## config.mk

```make
export PLATFORM = sky130hd
export DESIGN_NAME = bscan_pin_ctl
export DESIGN_NICKNAME = d
export VERILOG_FILES = /design/src/rtl/bscan_pkg.sv /design/src/rtl/bscan_cell.sv /design/src/rtl/bscan_chain.sv /design/src/rtl/bscan_steer.sv /design/src/rtl/bscan_tdo.sv /design/src/rtl/bscan_pin_ctl.sv
export SDC_FILE = /design/constraint.sdc
export NUM_CORES = 1
export LEC_CHECK = 0
export ABC_AREA = 1
export CORE_ASPECT_RATIO = 0.9
export CORE_MARGIN = 8
export CORE_UTILIZATION = 35
export DETAILED_ROUTE_END_ITERATION = 7
export HOLD_SLACK_MARGIN = 0.15
export PLACE_DENSITY_LB_ADDON = 0.12
export SYNTH_ARGS = -nofsm -noshare
export SYNTH_HDL_FRONTEND = slang
export SYNTH_HIERARCHICAL = 1
export SYNTH_SLANG_ARGS = --single-unit
```

## constraint.sdc

```tcl
create_clock -name clk -period 2.7 [get_ports clk]
set_input_delay 0.27 -clock clk [delete_from_list [all_inputs] [get_ports clk]]
set_output_delay 0.27 -clock clk [all_outputs]
set_load 0.1 [all_outputs]
```

## src/rtl/bscan_pkg.sv

```systemverilog
package bscan_pkg;

    typedef enum logic [2:0] {
        BS_FUNC   = 3'd0,
        BS_SAMPLE = 3'd1,
        BS_EXTEST = 3'd2,
        BS_HIGHZ  = 3'd3,
        BS_CLAMP  = 3'd4
    } bs_mode_e;

    typedef struct packed {
        logic cap;
        logic shift;
        logic upd;
    } bs_strobe_t;

    // Unused codes fall back to functional steering.
    function automatic bs_mode_e decode_mode(input logic [2:0] code);
        case (code)
            3'd1:    return BS_SAMPLE;
            3'd2:    return BS_EXTEST;
            3'd3:    return BS_HIGHZ;
            3'd4:    return BS_CLAMP;
            default: return BS_FUNC;
        endcase
    endfunction

    function automatic logic drives_from_latch(input bs_mode_e m);
        return (m == BS_EXTEST) || (m == BS_CLAMP);
    endfunction

    function automatic logic latch_writable(input bs_mode_e m);
        return !((m == BS_CLAMP) || (m == BS_HIGHZ));
    endfunction

endpackage

```

## src/rtl/bscan_cell.sv

```systemverilog
module bscan_cell
    import bscan_pkg::*;
(
    input  logic       clk,
    input  logic       rst,
    input  bs_strobe_t stb_i,
    input  logic       cap_d_i,
    input  logic       ser_d_i,
    output logic       ser_q_o,
    output logic       par_q_o
);

    logic ser_q;
    logic par_q;

    always_ff @(posedge clk) begin
        if (rst) begin
            ser_q <= 1'b0;
        end else if (stb_i.cap) begin
            ser_q <= cap_d_i;
        end else if (stb_i.shift) begin
            ser_q <= ser_d_i;
        end
    end

    always_ff @(posedge clk) begin
        if (rst) begin
            par_q <= 1'b0;
        end else if (stb_i.upd) begin
            par_q <= ser_q;
        end
    end

    assign ser_q_o = ser_q;
    assign par_q_o = par_q;

endmodule

```

## src/rtl/bscan_chain.sv

```systemverilog
module bscan_chain
    import bscan_pkg::*;
#(
    parameter int LEN = 10
) (
    input  logic           clk,
    input  logic           rst,
    input  bs_strobe_t     stb_i,
    input  logic           tdi_i,
    input  logic [LEN-1:0] cap_vec_i,
    output logic [LEN-1:0] shift_q_o,
    output logic [LEN-1:0] par_q_o
);

    logic [LEN-1:0] ser_in;

    // tdi feeds the far end; each cell takes its upper neighbour.
    assign ser_in = {tdi_i, shift_q_o[LEN-1:1]};

    for (genvar k = 0; k < LEN; k++) begin : g_cell
        bscan_cell u_cell (
            .clk     (clk),
            .rst     (rst),
            .stb_i   (stb_i),
            .cap_d_i (cap_vec_i[k]),
            .ser_d_i (ser_in[k]),
            .ser_q_o (shift_q_o[k]),
            .par_q_o (par_q_o[k])
        );
    end

    // one shift moves every cell one place toward cell 0
    p_shift_move_r4: assert property (@(posedge clk) disable iff (rst)
        (stb_i.shift && !stb_i.cap) |=>
            (shift_q_o[LEN-2:0] == $past(shift_q_o[LEN-1:1])) &&
            (shift_q_o[LEN-1] == $past(tdi_i)));

    // latched stage holds without an update strobe
    p_upd_hold_r7: assert property (@(posedge clk) disable iff (rst)
        !stb_i.upd |=> $stable(par_q_o));

    // capture loads the parallel capture vector
    p_capture_load_r3: assert property (@(posedge clk) disable iff (rst)
        stb_i.cap |=> shift_q_o == $past(cap_vec_i));

endmodule

```

## src/rtl/bscan_steer.sv

```systemverilog
module bscan_steer
    import bscan_pkg::*;
#(
    parameter int N_OUT       = 4,
    parameter int N_CTL       = 2,
    parameter int OUT_PER_CTL = 2
) (
    input  bs_mode_e           mode_i,
    input  logic [N_OUT-1:0]   core_out_i,
    input  logic [N_CTL-1:0]   core_oe_i,
    input  logic [N_OUT-1:0]   lat_out_i,
    input  logic [N_CTL-1:0]   lat_ctl_i,
    output logic [N_OUT-1:0]   pad_out_o,
    output logic [N_OUT-1:0]   pad_oe_o,
    output logic [N_CTL-1:0]   grp_oe_o
);

    logic use_latch;

    assign use_latch = drives_from_latch(mode_i);

    always_comb begin
        if (mode_i == BS_HIGHZ) begin
            grp_oe_o = '0;
        end else if (use_latch) begin
            grp_oe_o = lat_ctl_i;
        end else begin
            grp_oe_o = core_oe_i;
        end
    end

    assign pad_out_o = use_latch ? lat_out_i : core_out_i;

    for (genvar i = 0; i < N_OUT; i++) begin : g_oe
        assign pad_oe_o[i] = grp_oe_o[i / OUT_PER_CTL];
    end

endmodule

```

## src/rtl/bscan_tdo.sv

```systemverilog
module bscan_tdo (
    input  logic clk,
    input  logic rst,
    input  logic sr0_i,
    output logic tdo_o
);

    logic tdo_q;

    always_ff @(negedge clk) begin
        if (rst) begin
            tdo_q <= 1'b0;
        end else begin
            tdo_q <= sr0_i;
        end
    end

    assign tdo_o = tdo_q;

    // at each rising edge tdo already shows cell 0 as set by the last edge
    p_tdo_negedge_r5: assert property (@(posedge clk) disable iff (rst)
        !$past(rst) |-> tdo_q == sr0_i);

endmodule

```

## src/rtl/bscan_pin_ctl.sv

```systemverilog
module bscan_pin_ctl
    import bscan_pkg::*;
#(
    parameter int N_IN        = 4,
    parameter int N_CTL       = 2,
    parameter int OUT_PER_CTL = 2,
    localparam int N_OUT      = N_CTL * OUT_PER_CTL,
    localparam int CHAIN_LEN  = N_IN + N_OUT + N_CTL
) (
    input  logic              clk,
    input  logic              rst,
    input  logic [2:0]        mode_i,
    input  logic              bsr_sel_i,
    input  logic              capture_i,
    input  logic              shift_i,
    input  logic              update_i,
    input  logic              tdi_i,
    output logic              tdo_o,
    input  logic [N_IN-1:0]   pin_in_i,
    input  logic [N_OUT-1:0]  core_out_i,
    input  logic [N_CTL-1:0]  core_oe_i,
    output logic [N_OUT-1:0]  pad_out_o,
    output logic [N_OUT-1:0]  pad_oe_o
);

    localparam int OUT_LO = N_IN;
    localparam int CTL_LO = N_IN + N_OUT;

    bs_mode_e              mode_e;
    bs_strobe_t            stb;
    logic [CHAIN_LEN-1:0]  cap_vec;
    logic [CHAIN_LEN-1:0]  shift_q;
    logic [CHAIN_LEN-1:0]  par_q;
    logic [N_CTL-1:0]      grp_oe;

    // Test-logic-reset forces functional steering.
    assign mode_e = rst ? BS_FUNC : decode_mode(mode_i);

    always_comb begin
        stb.cap   = capture_i & bsr_sel_i;
        stb.shift = shift_i & bsr_sel_i;
        stb.upd   = update_i & bsr_sel_i & latch_writable(mode_e);
    end

    // Capture sees the pad side: input pads, driven values, group enables.
    assign cap_vec = {grp_oe, pad_out_o, pin_in_i};

    bscan_chain #(.LEN(CHAIN_LEN)) u_chain (
        .clk       (clk),
        .rst       (rst),
        .stb_i     (stb),
        .tdi_i     (tdi_i),
        .cap_vec_i (cap_vec),
        .shift_q_o (shift_q),
        .par_q_o   (par_q)
    );

    bscan_steer #(
        .N_OUT       (N_OUT),
        .N_CTL       (N_CTL),
        .OUT_PER_CTL (OUT_PER_CTL)
    ) u_steer (
        .mode_i     (mode_e),
        .core_out_i (core_out_i),
        .core_oe_i  (core_oe_i),
        .lat_out_i  (par_q[OUT_LO +: N_OUT]),
        .lat_ctl_i  (par_q[CTL_LO +: N_CTL]),
        .pad_out_o  (pad_out_o),
        .pad_oe_o   (pad_oe_o),
        .grp_oe_o   (grp_oe)
    );

    bscan_tdo u_tdo (
        .clk   (clk),
        .rst   (rst),
        .sr0_i (shift_q[0]),
        .tdo_o (tdo_o)
    );

    // during test-logic-reset the pads follow the core
    p_reset_func_r1: assert property (@(posedge clk)
        rst |-> pad_out_o == core_out_i);

    // highz switches off every output enable
    p_highz_off_r10: assert property (@(posedge clk) disable iff (rst)
        (mode_i == 3'd3) |-> pad_oe_o == '0);

    // clamp keeps the pads frozen from one cycle to the next
    p_clamp_hold_r9: assert property (@(posedge clk) disable iff (rst)
        (mode_i == 3'd4 && $past(mode_i) == 3'd4 && !$past(rst)) |->
            ($stable(pad_out_o) && $stable(pad_oe_o)));

    // extest ignores the core outputs
    p_extest_drive_r8: assert property (@(posedge clk) disable iff (rst)
        (mode_i == 3'd2 && $past(mode_i) == 3'd2 && !$past(rst) && !$past(stb.upd))
            |-> $stable(pad_out_o));

endmodule

```

==> results.cfg, run 1 <==
[status]
status = finished clean

[setup_path]
crit_family = flip-flops
critPathArrivalTime_ps = 2250
cp.required_ps = 2430
reg2reg_to = u_tdo/tdo_o$_SDFF_NP0_
cp_slowest_cell = dfxtp_1
worst-path-buf-inv = 1
startpoint = u_tdo/tdo_o$_SDFF_NP0_
crit_path_cell_trace = buf_12
cp_slowest_stage_delay_ps = 370
r2r_start = u_chain/g_cell[0].u_cell/ser_q_o$_SDFFE_PP0P_
crit_path_start_kind = register
timing.setup.critical_path_class = reg2out
critPathMaxFanout = 1
cp_num_cells = 1
rrSetupSlack_ps = 860
end_kind = output pin
r2r_cells = 2
endpoint = tdo_o

[clocking]
postCtsSetupRepairBufs = 0
cts_sinks = 17
clock_latency_ps = 340
ctsRootBufferMaster = clkbuf_4
numCtsBuffers = 3
cts.path.max_buffers = 2
cts_resized = 0
cts_tree = yes
cts.hold.buffers_added = 0
htreeDepth = 1
clk_pin_slew_ps = 90

[logic_synthesis]
synth_fp_nets = 199
syn_area_um2 = 1030
syn_avg_cell_area_um2 = 5.77
synthesis.instances = 179
yosysWarnings = 6

[detailed_routing]
drc = 0
viasPerCell = 4.24
firstDrtPassIters = 4
wirelength_um = 2520
vias = 1059
first_iter_violations = 38
ant_nets = 0
wl_per_cell_um = 10.1

[finish]
areaGrowthSynthToFinish_pct = 42.5
multi_input_area_um2 = 509
final_common_cell = nand2_1
regArea_um2 = 340
fillCellCount = 284
fin_area_um2 = 1470
drive_gt1_share_pct = 10.0
num_antenna_cells = 0
nets = 231
final_cell_mix = nand2_1, inv_1, nor2_1, clkdlybuf4s50_1, dfxtp_1
fin_util_pct = 53.2

[die]
core_area_um2 = 2770
die_x_um = 73.3
rows = 18
start_util_pct = 37.3
ios = 29
die_h_um = 67.6
die-area_um2 = 4950

[sta]
period_needed_ps = 2520
skew_ps = 55.5
tightest_slew_ps = 607
finalMaxSlewViolations = 0
setup_viol = 0
holdWs_ps = 468
fin_ws_ps = 176
layout_worst_path_cycle_share_pct = 93.5
max_slew_margin_pct = 59.5
rsz0062_at_grt = no
max_freq_mhz = 400
tns_ps = 0
final_hold_viol_count = 0

[placed_design]
place_congestion = 0.765
port_buffers = 28
place_area_um2 = 1450
dpl_worst_slack_ps = 189
dp_hpwl_um = 1990

[global_routing]
grt_usage_pct = 10.8
antenna_found_initial = 0
grt_max_degree = 21
grt_overflow = 0
grt_pass1_vias = 989
grt_pass1_wl_um = 4200

[power_and_ir_drop]
p_leak_nw = 0.721
power.density_nw_per_um2 = 451
peakVddDrop_mv = 0.259

[worst_hold_path]
hold_start = u_chain/g_cell[9].u_cell/par_q_o$_SDFFE_PP0P_
hold_path.class = reg2reg

[job]
maxCapViolCount = 0
## metrics by stage
step	cells	power (W)
2_1_floorplan	179	0.000442
3_5_place_dp	246	0.000540
5_1_grt	250	0.000702
6_report	250	0.000664
3_3_place_gp	246	0.000536
4_1_cts	250	0.000672
## where the power goes
| part | internal (W) | leakage (nW) | total (W) | switching [W] |
|---|---|---|---|---|
| combinational | 0.0000987 | 0.558 | 0.000254 | 0.000156 |
| clock | 0.0000555 | 0.0245 | 0.000135 | 0.0000799 |
| sequential | 0.000265 | 0.139 | 0.000274 | 0.00000891 |
| total | 0.000419 | 0.721 | 0.000664 | 0.000244 |
## how the worst min path moves through the flow
stage | to | slack (ps) | depth (start not counted)
after floorplan | u_chain/g_cell[4].u_cell/par_q_o$_SDFFE_PP0P_ | 340 | 1
after global placement | u_chain/g_cell[9].u_cell/par_q_o$_SDFFE_PP0P_ | 450 | 2
after detailed placement | u_chain/g_cell[8].u_cell/par_q_o$_SDFFE_PP0P_ | 450 | 2
after CTS | u_chain/g_cell[9].u_cell/par_q_o$_SDFFE_PP0P_ | 470 | 2
after global routing | u_chain/g_cell[8].u_cell/par_q_o$_SDFFE_PP0P_ | 500 | 2
final | u_chain/g_cell[9].u_cell/par_q_o$_SDFFE_PP0P_ | 470 | 2
## final cells by class
cell class	count	share of cell area [%]
Multi-Input combinational cell	117	34.6
Clock buffer	3	1.53
Timing Repair Buffer	31	26.7
Clock inverter	2	0.510
Sequential cell	17	23.1
Inverter	40	10.2
Tap cell	40	3.40
## per-layer routing
metal / share of wire (%) / global-route usage, %
met5: 0 / 0
met4: 0.75 / 2.99
met3: 7.9 / 4.44
met2: 47 / 18.3
met1: 45 / 12.3
## state kept, by name, summed over array words and instances (netlist names)
register                       count
u_chain/g_cell.u_cell/ser_q_o     10
u_chain/g_cell.u_cell/par_q_o      6
u_tdo/tdo_o                        1
No activity file was read; power rests on OpenSTA's default activity.
==> run 2: changes to the inputs <==
--- a/config.mk
+++ b/config.mk
@@ -6,12 +6,14 @@
 export NUM_CORES = 1
 export LEC_CHECK = 0
 export ABC_AREA = 1
+export CAP_MARGIN = 10
 export CORE_ASPECT_RATIO = 0.9
 export CORE_MARGIN = 8
 export CORE_UTILIZATION = 35
 export DETAILED_ROUTE_END_ITERATION = 7
 export HOLD_SLACK_MARGIN = 0.15
 export PLACE_DENSITY_LB_ADDON = 0.12
+export SKIP_CTS_REPAIR_TIMING = 1
 export SYNTH_ARGS = -nofsm -noshare
 export SYNTH_HDL_FRONTEND = slang
 export SYNTH_HIERARCHICAL = 1
==> results of run 2 <==
The final DEF is identical to that of run 1; final timing and power are the same.
==> run 3: changes to the inputs <==
--- a/config.mk
+++ b/config.mk
@@ -7,8 +7,10 @@
 export LEC_CHECK = 0
 export ABC_AREA = 1
 export CAP_MARGIN = 10
-export CORE_ASPECT_RATIO = 0.9
-export CORE_MARGIN = 8
+export CELL_PAD_IN_SITES_DETAIL_PLACEMENT = 1
+export CELL_PAD_IN_SITES_GLOBAL_PLACEMENT = 1
+export CORE_ASPECT_RATIO = 1.4
+export CORE_MARGIN = 5
 export CORE_UTILIZATION = 35
 export DETAILED_ROUTE_END_ITERATION = 7
 export HOLD_SLACK_MARGIN = 0.15
==> results.cfg, run 3 (synthesized netlist as in run 1, its figures left out) <==
[finish]
areaGrowthSynthToFinish_pct = 45.4
drive_gt1_share_pct = 10.8
fin_util_pct = 52.7
num_antenna_cells = 0
fillCellCount = 396
largest_reg_flops = 10
multi_input_area_um2 = 509
final_common_cell = nand2_1
final_cell_mix = nand2_1, inv_1, nor2_1, clkdlybuf4s50_1, dfxtp_1
nets = 233
regArea_um2 = 340

[detailed_routing]
wl_per_cell_um = 12.5
vias = 1144
ant_nets = 0
firstDrtPassIters = 4
drc = 0
viasPerCell = 4.59
wirelength_um = 3120
first_iter_violations = 19

[placed_design]
place_congestion = 0.747
dp_hpwl_um = 2460
port_buffers = 28

[setup_path]
cp.required_ps = 2430
cp_slowest_cell = dfxtp_1
crit_path_start_kind = register
cp_slowest_stage_delay_ps = 350
critPathMaxFanout = 1
critPathArrivalTime_ps = 2190
crit_path_cell_trace = buf_12
timing.setup.critical_path_class = reg2out
worst-path-buf-inv = 1
crit_family = flip-flops
end_kind = output pin

[clocking]
ctsRootBufferMaster = clkbuf_8
cts_sinks = 17
cts.path.max_buffers = 2
numCtsBuffers = 3
clk_pin_slew_ps = 70
htreeDepth = 1
clock_latency_ps = 310
cts_tree = yes

[power_and_ir_drop]
peakVddDrop_mv = 0.269
p_leak_nw = 0.740
power.density_nw_per_um2 = 484

[sta]
rsz0062_at_grt = no
tightest_slew_ps = 616
final_hold_viol_count = 0
finalMaxSlewViolations = 0
skew_ps = 65.1
setup_viol = 0
tns_ps = 0
max_slew_margin_pct = 58.9

[global_routing]
grt_overflow = 0
grt_max_degree = 21
antenna_found_initial = 0
grt_usage_pct = 16.8
grt_pass1_vias = 1286
grt_pass1_wl_um = 5580

[job]
maxCapViolCount = 0

[die]
die-area_um2 = 4150
ios = 29
die_x_um = 55.9
core_area_um2 = 2850
die_h_um = 74.3
rows = 23
start_util_pct = 36.3

[status]
status = finished clean

[worst_hold_path]
hold_path.class = reg2reg
[run 3: cell types whose count changed in the layout (fill, tap and decap cells not counted), sizes merged]
| cell | before | now |
|---|---|---|
| buf | 12 | 14 |
[run 3: final timing paths]
check	from	to	slack [ps]	depth (start not counted)
max	u_tdo/tdo_o$_SDFF_NP0_	tdo_o	240	1
min	u_chain/g_cell[5].u_cell/par_q_o$_SDFFE_PP0P_	u_chain/g_cell[5].u_cell/par_q_o$_SDFFE_PP0P_	470	2
max reg2reg	u_chain/g_cell[0].u_cell/ser_q_o$_SDFFE_PP0P_	u_tdo/tdo_o$_SDFF_NP0_	900	2
min reg2reg	u_chain/g_cell[5].u_cell/par_q_o$_SDFFE_PP0P_	u_chain/g_cell[5].u_cell/par_q_o$_SDFFE_PP0P_	470	2
[run 3: tightest hold or removal path, cell delays in order, from the launching register on]
cell     delay, ps
dfxtp_1        310
nand2_1         60
a21oi_1         50
[run 3: per-layer routing]
layer / share of wire [%] / global-route usage, %
met5: 0 / 0
met4: 0.96 / 6.86
met3: 2.5 / 2.26
met2: 58 / 34.2
met1: 38 / 17.1
[run 3: metrics by stage]
step	worst slack [ps]	total power [W]	hold slack [ps]	instance area, um^2	std cells
2_1_floorplan	171	0.000442	339	1030	179
3_3_place_gp	380	0.000536	447	1460	245
3_5_place_dp	332	0.000546	463	1460	245
4_1_cts	229	0.000737	474	1500	249
5_1_grt	183	0.000771	496	1500	249
6_report	237	0.000727	469	1500	249
[run 3: cell type report]
class	count	area share [%]
clock buffer	3	2.75
clock inverter	2	0.500
inverter	40	9.99
multi-input combinational	117	33.9
sequential	17	22.6
tap	37	3.08
timing repair buffer	33	27.1
[run 3: power breakdown]
part           switching (W)  total, W  internal, W
clock network      0.0000894  0.000192     0.000103
logic               0.000161  0.000261    0.0000994
registers         0.00000926  0.000275     0.000265
total               0.000260  0.000727     0.000467
